[src/rtl/rxring_pkg.sv]
package rxring_pkg;
  localparam int PG_W   = 8;
  localparam int LEN_W  = 16;
  localparam int HDR_SZ = 4;

  typedef enum logic [1:0] {ST_IDLE, ST_DATA, ST_DROP, ST_HDR} wr_state_e;

  localparam logic [1:0] SEL_START = 2'd0;
  localparam logic [1:0] SEL_STOP  = 2'd1;
  localparam logic [1:0] SEL_BNRY  = 2'd2;

  // page that follows p inside the ring [first, stop)
  function automatic logic [PG_W-1:0] page_after(input logic [PG_W-1:0] p,
                                                 input logic [PG_W-1:0] first,
                                                 input logic [PG_W-1:0] stop);
    return (p == stop - 1'b1) ? first : p + 1'b1;
  endfunction
endpackage

[src/rtl/rxring_cfg.sv]
module rxring_cfg
  import rxring_pkg::*;
#(
  parameter logic [PG_W-1:0] RST_START = 8'h40,
  parameter logic [PG_W-1:0] RST_STOP  = 8'h80
) (
  input  logic            clk,
  input  logic            rst_n,
  input  logic            wr,
  input  logic [1:0]      sel,
  input  logic [PG_W-1:0] wdata,
  output logic [PG_W-1:0] pstart,
  output logic [PG_W-1:0] pstop,
  output logic [PG_W-1:0] bnry,
  output logic            start_wr
);
  assign start_wr = wr && (sel == SEL_START);

  always_ff @(posedge clk) begin
    if (!rst_n) begin
      pstart <= RST_START;
      pstop  <= RST_STOP;
      bnry   <= RST_STOP - 1'b1;
    end else if (wr) begin
      case (sel)
        SEL_START: pstart <= wdata;
        SEL_STOP: begin
          pstop <= wdata;
          bnry  <= wdata - 1'b1;
        end
        SEL_BNRY: bnry <= wdata;
        default: ;
      endcase
    end
  end
endmodule

[src/rtl/rxring_writer.sv]
module rxring_writer
  import rxring_pkg::*;
#(
  parameter logic [PG_W-1:0] RST_START = 8'h40
) (
  input  logic                 clk,
  input  logic                 rst_n,
  input  logic [PG_W-1:0]      pstart,
  input  logic [PG_W-1:0]      pstop,
  input  logic [PG_W-1:0]      bnry,
  input  logic                 start_wr,
  input  logic [PG_W-1:0]      start_val,
  input  logic                 rx_start,
  input  logic                 rx_valid,
  input  logic [7:0]           rx_data,
  input  logic                 rx_end,
  input  logic [7:0]           rx_status,
  output logic [PG_W+7:0]      mem_addr,
  output logic [7:0]           mem_wdata,
  output logic                 mem_we,
  output logic                 ovw,
  output logic [PG_W-1:0]      cur_page
);
  wr_state_e        state;
  logic [PG_W-1:0]  cur_q, wr_page, next_q;
  logic [7:0]       wr_ofs, status_q;
  logic [LEN_W-1:0] byte_cnt;
  logic [1:0]       hdr_idx;

  // named internal events
  logic            data_we, at_cross, cross_full, end_evt, end_full, hdr_we, hdr_last;
  logic [PG_W-1:0] cross_page, end_next;

  assign data_we    = (state == ST_DATA) && rx_valid && !rx_end;
  assign at_cross   = data_we && (wr_ofs == 8'hFF);
  assign cross_page = page_after(wr_page, pstart, pstop);
  assign cross_full = at_cross && (cross_page == bnry);
  assign end_evt    = (state == ST_DATA) && rx_end;
  assign end_next   = (wr_ofs == 8'h00) ? wr_page : cross_page;
  assign end_full   = end_evt && (end_next == bnry);
  assign hdr_we     = (state == ST_HDR);
  assign hdr_last   = hdr_we && (hdr_idx == 2'd3);

  assign ovw      = cross_full || end_full;
  assign mem_we   = data_we || hdr_we;
  assign mem_addr = hdr_we ? {cur_q, 6'd0, hdr_idx} : {wr_page, wr_ofs};
  assign cur_page = cur_q;

  always_comb begin
    if (!hdr_we) mem_wdata = rx_data;
    else begin
      case (hdr_idx)
        2'd0:    mem_wdata = status_q;
        2'd1:    mem_wdata = next_q;
        2'd2:    mem_wdata = byte_cnt[7:0];
        default: mem_wdata = byte_cnt[15:8];
      endcase
    end
  end

  always_ff @(posedge clk) begin
    if (!rst_n) begin
      state    <= ST_IDLE;
      cur_q    <= RST_START;
      wr_page  <= RST_START;
      wr_ofs   <= 8'(HDR_SZ);
      next_q   <= RST_START;
      status_q <= 8'h00;
      byte_cnt <= '0;
      hdr_idx  <= 2'd0;
    end else begin
      if (start_wr) cur_q <= start_val;
      else if (hdr_last) cur_q <= next_q;
      case (state)
        ST_IDLE: if (rx_start) begin
          wr_page  <= cur_q;
          wr_ofs   <= 8'(HDR_SZ);
          byte_cnt <= '0;
          state    <= ST_DATA;
        end
        ST_DATA: begin
          if (rx_end) begin
            if (end_full) state <= ST_IDLE;
            else begin
              next_q   <= end_next;
              status_q <= rx_status;
              hdr_idx  <= 2'd0;
              state    <= ST_HDR;
            end
          end else if (data_we) begin
            byte_cnt <= byte_cnt + 1'b1;
            wr_ofs   <= wr_ofs + 1'b1;
            if (at_cross) begin
              if (cross_full) state <= ST_DROP;
              else wr_page <= cross_page;
            end
          end
        end
        ST_DROP: if (rx_end) state <= ST_IDLE;
        default: begin
          hdr_idx <= hdr_idx + 1'b1;
          if (hdr_last) state <= ST_IDLE;
        end
      endcase
    end
  end

  // pointer moves only after the header is complete or on a start-page write
  p_cur_hold_r7: assert property (@(posedge clk) disable iff (!rst_n)
    (!hdr_last && !start_wr) |=> $stable(cur_q));
  // a dropped frame writes nothing more
  p_drop_silent_r8: assert property (@(posedge clk) disable iff (!rst_n)
    (state == ST_DROP) |-> !mem_we);
  // the warning is a single pulse
  p_ovw_pulse_r8: assert property (@(posedge clk) disable iff (!rst_n)
    ovw |=> !ovw);
  // header lands in the frame's first page, in sequence
  p_hdr_page_r4: assert property (@(posedge clk) disable iff (!rst_n)
    hdr_we |-> (mem_addr[PG_W+7:8] == cur_q));
  p_hdr_seq_r4: assert property (@(posedge clk) disable iff (!rst_n)
    (hdr_we && hdr_idx != 2'd3) |=> (hdr_we && hdr_idx == $past(hdr_idx) + 2'd1));
  // payload stays inside the ring
  p_data_in_ring_r3: assert property (@(posedge clk) disable iff (!rst_n)
    data_we |-> (wr_page >= pstart && wr_page < pstop));
  // nothing is written while idle
  p_idle_quiet_r9: assert property (@(posedge clk) disable iff (!rst_n)
    (state == ST_IDLE) |-> !mem_we);
endmodule

[src/rtl/rxring_top.sv]
module rxring_top
  import rxring_pkg::*;
#(
  parameter logic [7:0] RST_START = 8'h40,
  parameter logic [7:0] RST_STOP  = 8'h80
) (
  input  logic        clk,
  input  logic        rst_n,
  input  logic        cfg_wr,
  input  logic [1:0]  cfg_sel,
  input  logic [7:0]  cfg_wdata,
  output logic [7:0]  cur_page,
  input  logic        rx_start,
  input  logic        rx_valid,
  input  logic [7:0]  rx_data,
  input  logic        rx_end,
  input  logic [7:0]  rx_status,
  output logic [15:0] mem_addr,
  output logic [7:0]  mem_wdata,
  output logic        mem_we,
  output logic        ovw_evt
);
  logic [PG_W-1:0] pstart, pstop, bnry;
  logic            start_wr;

  rxring_cfg #(.RST_START(RST_START), .RST_STOP(RST_STOP)) u_cfg (
    .clk(clk), .rst_n(rst_n), .wr(cfg_wr), .sel(cfg_sel), .wdata(cfg_wdata),
    .pstart(pstart), .pstop(pstop), .bnry(bnry), .start_wr(start_wr));

  rxring_writer #(.RST_START(RST_START)) u_wr (
    .clk(clk), .rst_n(rst_n), .pstart(pstart), .pstop(pstop), .bnry(bnry),
    .start_wr(start_wr), .start_val(cfg_wdata),
    .rx_start(rx_start), .rx_valid(rx_valid), .rx_data(rx_data),
    .rx_end(rx_end), .rx_status(rx_status),
    .mem_addr(mem_addr), .mem_wdata(mem_wdata), .mem_we(mem_we),
    .ovw(ovw_evt), .cur_page(cur_page));
endmodule

[config.mk]
export PLATFORM = sky130hd
export DESIGN_NAME = rxring_top
export DESIGN_NICKNAME = d
export VERILOG_FILES = /design/src/rtl/rxring_pkg.sv /design/src/rtl/rxring_cfg.sv /design/src/rtl/rxring_writer.sv /design/src/rtl/rxring_top.sv
export SDC_FILE = /design/constraint.sdc
export NUM_CORES = 1
export LEC_CHECK = 0
export ABC_AREA = 1
export BUFFER_PORTS_ARGS = -buffer_cell sky130_fd_sc_hd__buf_4
export CORE_MARGIN = 1
export CORE_UTILIZATION = 45
export CTS_CLUSTER_SIZE = 8
export DETAILED_ROUTE_END_ITERATION = 10
export PLACE_DENSITY = 0.69
export SLEW_MARGIN = 20
export SYNTH_ARGS = -nofsm -noshare
export SYNTH_HDL_FRONTEND = slang
export SYNTH_SLANG_ARGS = --single-unit
[constraint.sdc]
create_clock -name clk -period 6.2 [get_ports clk]
set_input_delay 0.31 -clock clk [delete_from_list [all_inputs] [get_ports clk]]
set_output_delay 0.31 -clock clk [all_outputs]
set_load 0.02 [all_outputs]
After elaboration in Yosys (flattened, before gate mapping):

Index checks and enable logic that the tools add are counted.

* output and inout bits: 34
* bits of input ports: 32
* bits in registers: 84
* logic and storage cells: 104

* reductions and logical operators: 28
* bitwise gates (word level): 2
* $add $sub $neg: 6
* equal/unequal tests: 23
* muxes and demuxes: 34

Operators with widths (count)
* 2-to-1 mux 8 bit: 13
* 2-to-1 mux 16 bit: 4
* case mux 8 bit (2 select lines): 3
* case mux 16 bit (2 select lines): 1
* equality test 8 bit: 3
* case mux 8 bit (3 select lines): 1
* 2-to-1 mux 2 bit: 10
* adder 16 x 1 -> 16 bit, second input constant: 1
* adder 8 x 1 -> 8 bit, second input constant: 2
* subtractor 8 x 1 -> 8 bit, second input constant: 2
* != test 2 bit, second input constant: 6
* AND reduction 6 bit: 2
* equality test 2 bit, second input constant: 5
* != test 3 x 2 -> 1 bit, second input constant: 3
* equality test 8 bit, second input constant: 1
* logical AND 1 bit: 8
* zero test 8 bit: 1
* equality test 2 x 1 -> 1 bit, second input constant: 3
* zero test 2 bit: 3
* case mux 2 bit (3 select lines): 1
* AND reduction 2 bit: 3
* AND reduction 3 bit: 2
* nonzero test 2 bit: 3
* != test 2 x 1 -> 1 bit, second input constant: 2
* other kinds (8): 10

Longest topological paths before layout:

* depth after elaboration: 10
* depth in mapped cells: 24

Modules after synthesis:

From an unflattened synthesis, not the netlist that was laid out.

* cells, all modules: 875
* area, all modules: 5385.2 um^2

By module, submodules not included
* rxring_writer: instances 1, area each 4325.4 um^2, cells each 741
* rxring_cfg: instances 1, area each 1059.8 um^2, cells each 134

Worst setup path before layout:

OpenSTA, ideal clock, no wires.

* path type: reg2out
* start: register u_cfg.pstop[0]
* end: output port ovw_evt
* arrival time: 2291 ps
* stages on the path, launching flop included: 20
* required time: 5890 ps
* path slack: 3599 ps
* cells stage by stage: dfxtp_1 > inv_2 > ha_1 > nand2_1 > inv_1 > nor2_1 > nand2_1 > nor2_1 > nand3_2 > nor2_8 > nand2_8 > nand2_2 > nand3_2 > o21ai_2 > nand2_1 > nand2_1 > nand2_1 > nor2_2 > nand3_1 > nand2_1

* word-level cells in the longest chain between the ends: 7
* elaborated cells between the ends (all ways): 9

RTL lines
* start: declaration: line rxring_cfg.sv:13 `output logic [PG_W-1:0] pstop,`
* start signal: assignment: line rxring_cfg.sv:28 `pstop <= wdata;`
* subtractor 8 x 1 -> 8 bit (*): line rxring_pkg.sv:16 `return (p == stop - 1'b1) ? first : p + 1'b1;`
* equality test 8 bit (*): line rxring_pkg.sv:16
* 2-to-1 mux 8 bit (*): line rxring_pkg.sv:16
* 2-to-1 mux 8 bit: line rxring_writer.sv:39 `assign end_next = (wr_ofs == 8'h00) ? wr_page : cross_page;`
* equality test 8 bit: line rxring_writer.sv:40 `assign end_full = end_evt && (end_next == bnry);`
* logical AND 1 bit: line rxring_writer.sv:40
* logical OR 1 bit (*): line rxring_writer.sv:44 `assign ovw = cross_full || end_full;`
* end: declaration: line rxring_top.sv:21 `output logic ovw_evt`

Every way passes the cells marked *; elsewhere a longest branch is shown, timed or not.

Worst setup path after layout:

Ends and elaborated chain as after synthesis.

==> impl_metrics.json <==
{
  "rsz0062_at_grt": "false",
  "min_period_over_period": 0.5368,
  "grt_pass1_vias": 4815,
  "dr.pass1.iters": 5,
  "critPathKind": "reg2out",
  "placed_cells": 971,
  "ctsHtreeMaxLevel": 3,
  "pin_count": 66,
  "end_kind": "output pin",
  "worst_slack_ns": 2.872,
  "ctsRootBufferMaster": "clkbuf_16",
  "reg2regPathDepth": 22,
  "fin_nets": 888,
  "slowest_delay_ns": 0.34,
  "viasPerCell": 5.403,
  "r2r_end": "u_wr.state[0]$_SDFFE_PN0P_",
  "antenna_found_initial": 0,
  "drv_cap": 0,
  "synth_top_family_by_area": "simple AND/OR/NAND/NOR gates",
  "grt_first_pass_wirelength_um": 24350,
  "die_w_um": 109.6,
  "ys_ff_latch": 84,
  "grt_overflow_total": 0,
  "drtIter0Drc": 474,
  "tns_ns": 0,
  "worst-path-buf-inv": 3,
  "die_area_mm2": 0.01200,
  "die_y_um": 109.6,
  "p_leak_nw": 2.646,
  "ys_warn_count": 0,
  "setup_viol": 0,
  "min_to": "u_cfg.pstop[7]$_SDFFE_PN1P_",
  "hold_depth": 3,
  "slowest_stage": "dfxtp_1",
  "synth_fa_ha_area_frac": 0.03365,
  "finalHoldViolCount": 0,
  "diodes": 0,
  "rows": 38,
  "drive_above_1_share": 0.1820,
  "fin_area_mm2": 0.006061,
  "hold_start": "cfg_wr",
  "synth_area_leader_cell": "dfxtp_1",
  "place_hpwl_um": 12170,
  "grt_max_degree": 44,
  "area_delta_synth_final_pct": 16.44,
  "cts_buffers": 9,
  "reg2reg_slack_ns": 3.26,
  "gp_congestion": 0.9209,
  "crit_top_cell": "nand2_1",
  "wl_per_cell_um": 15.73,
  "clock-sinks": 84,
  "port_buffers": 65,
  "worst_pin_slew_ns": 0.7979,
  "cts_hold_buf": 0,
  "synth_area_leaders": "dfxtp_1, nand2_1, nand3_1, inv_1, a21oi_1",
  "ir_drop_mv": 0.2023,
  "yosys.area_share.simple": 0.3538,
  "hp-class": "in2reg",
  "syn-cell-area_mm2": 0.005205,
  "total_power_mw": 1.736,
  "num_vias": 5327,
  "finalNonFillerCells": 986,
  "start_util": 0.4719,
  "ys_seq_area_frac": 0.3231,
  "crit_family": "simple AND/OR/NAND/NOR gates",
  "syn_area_per_cell_um2": 6.605,
  "clk_pin_slew_worst_paths_ns": 0.06,
  "place_area_mm2": 0.005774,
  "synth_xor_area_frac": 0.02188,
  "critPathRequiredTime_ns": 5.89,
  "ys_types": 37,
  "cp_max_fo": 9,
  "ctsResizeCount": 0,
  "postCtsSetupBuffers": 0,
  "synth_compound_area_frac": 0.1774,
  "p_per_area_mw_per_mm2": 286.4,
  "clock_path_buffers": 2,
  "fin_crit_ns": 3.328,
  "synth_cells": 788,
  "core-area_mm2": 0.01103,
  "drcViolationCount": 0,
  "clock_latency_ns": 0.35,
  "r2r-start": "u_cfg.pstop[0]$_SDFFE_PN0P_",
  "synth_nets": 834,
  "cts_tree": "done",
  "synth_top_area_frac": 0.3231,
  "antenna_left": 0,
  "startpoint_type": "flip-flop",
  "grt.total_usage": 0.2709,
  "path_cells": "inv_2 -> ha_1 -> nand2_1 -> inv_1 -> nor2_1 -> nand2_1 -> nor2_1 -> nand3_2 -> nor2_8 -> nand2_8 -> nand2_2 -> nand3_2 -> o21ai_2 -> nand2_1 -> nand2_1 -> nand2_1 -> nor2_2 -> nand3_1 -> nand2_1 -> buf_4",
  "slew_viol_final": 0,
  "relSlewSlack": 0.4668,
  "fmax_mhz": 300.4,
  "status": "completed",
  "arrival_ns": 3.02,
  "skew_ns": 0.01088,
  "wl_um": 15510,
  "pre_cts_ws_ns": 3.269,
  "synthMuxAreaShare": 0
}
==> logic make-up (layout without fill, tap and decap cells) <==
kind of cell	after synthesis	after routing
buffers and inverters	120	178
XOR/XNOR	13	13
flip-flops	84	84
AND/OR/NAND/NOR	395	395
AO/OA/AOI/OAI	162	162
adder cells (fa/ha/maj)	14	14
==> placed cells by master (no fill, tap or decap), types with 17 or more instances in the layout <==
cell type	n
a21oi_1	61
buf_4	67
nand2_2	22
a31oi_1	17
o21ai_0	55
nand2_1	221
nor2_1	36
inv_1	84
dfxtp_1	84
nand3_1	69
==> metrics by stage <==
step	hold slack, ns	utilization
floorplan	0.4168	-
global placement	0.4280	0.5235
detailed placement	0.4373	0.5235
CTS	0.2180	0.5495
global route	0.2386	0.5495
finish	0.2289	0.5495
==> tightest hold or removal path, cell delays in order <==
cell     delay, ns
buf_4         0.10
nand3_1       0.07
nand3_1       0.07
==> cell usage after synthesis, drive strengths merged <==
master / instances
xnor2: 3
dfxtp: 84
xor2: 10
a21boi: 1
clkinv: 2
nor2: 46
and3: 1
nor4: 2
buf: 6
o21ai: 60
clkbuf: 18
o221ai: 1
ha: 14
inv: 94
nor3b: 1
nand4: 4
o211ai: 11
a21oi: 70
nand3: 79
nor3: 14
nand2: 246
o21a: 2
a31oi: 17
nand3b: 2
==> worst max path at each step <==
stage	from	end	slack, ns	cells after the start
5_1_grt	u_cfg.pstop[0]$_SDFFE_PN0P_	ovw_evt	2.55	20
4_1_cts	u_cfg.pstop[0]$_SDFFE_PN0P_	ovw_evt	2.87	20
3_5_place_dp	u_cfg.pstop[0]$_SDFFE_PN0P_	ovw_evt	3.27	20
2_1_floorplan	u_cfg.pstop[0]$_SDFFE_PN0P_	ovw_evt	3.60	19
6_report	u_cfg.pstop[0]$_SDFFE_PN0P_	ovw_evt	2.87	20
3_3_place_gp	u_cfg.pstop[0]$_SDFFE_PN0P_	ovw_evt	3.31	20
==> report_power, final <==
| part | switching [mW] | internal (mW) | leakage [nW] | total, mW |
|---|---|---|---|---|
| clock | 0.227 | 0.294 | 0.138 | 0.521 |
| sequential | 0.0516 | 0.582 | 0.683 | 0.634 |
| combinational | 0.394 | 0.187 | 1.82 | 0.581 |
| total | 0.673 | 1.06 | 2.65 | 1.74 |
==> sequential cells by signal, indices dropped and copies added (netlist names) <==
register,flops
u_wr.wr_page,8
u_wr.hdr_idx,2
u_wr.next_q,8
u_wr.wr_ofs,8
u_wr.state,2
u_wr.byte_cnt,16
u_cfg.pstart,8
u_cfg.bnry,8
u_wr.status_q,8
u_cfg.pstop,8
u_wr.cur_page,8
==> layer usage <==
metal | share of wire | global-route usage | up-vias
met2 | 0.46 | 0.4380 | 172
li1 | - | - | 2679
met3 | 0.060 | 0.05276 | 20
met4 | 0.020 | 0.09238 | 0
met1 | 0.46 | 0.3596 | 2456
met5 | 0 | 0 | -
==> final cells by class <==
| type | count | area (um2) |
|---|---|---|
| fillers | 1072 | 4970 |
| clock inverters | 4 | 33.78 |
| clock buffers | 11 | 252.7 |
| inverters | 96 | 360.3 |
| repair buffers | 67 | 503.0 |
| flip-flops and latches | 84 | 1682 |
| multi-input cells | 584 | 3054 |
| well taps | 140 | 175.2 |
Power figures use the tool's default switching activity.
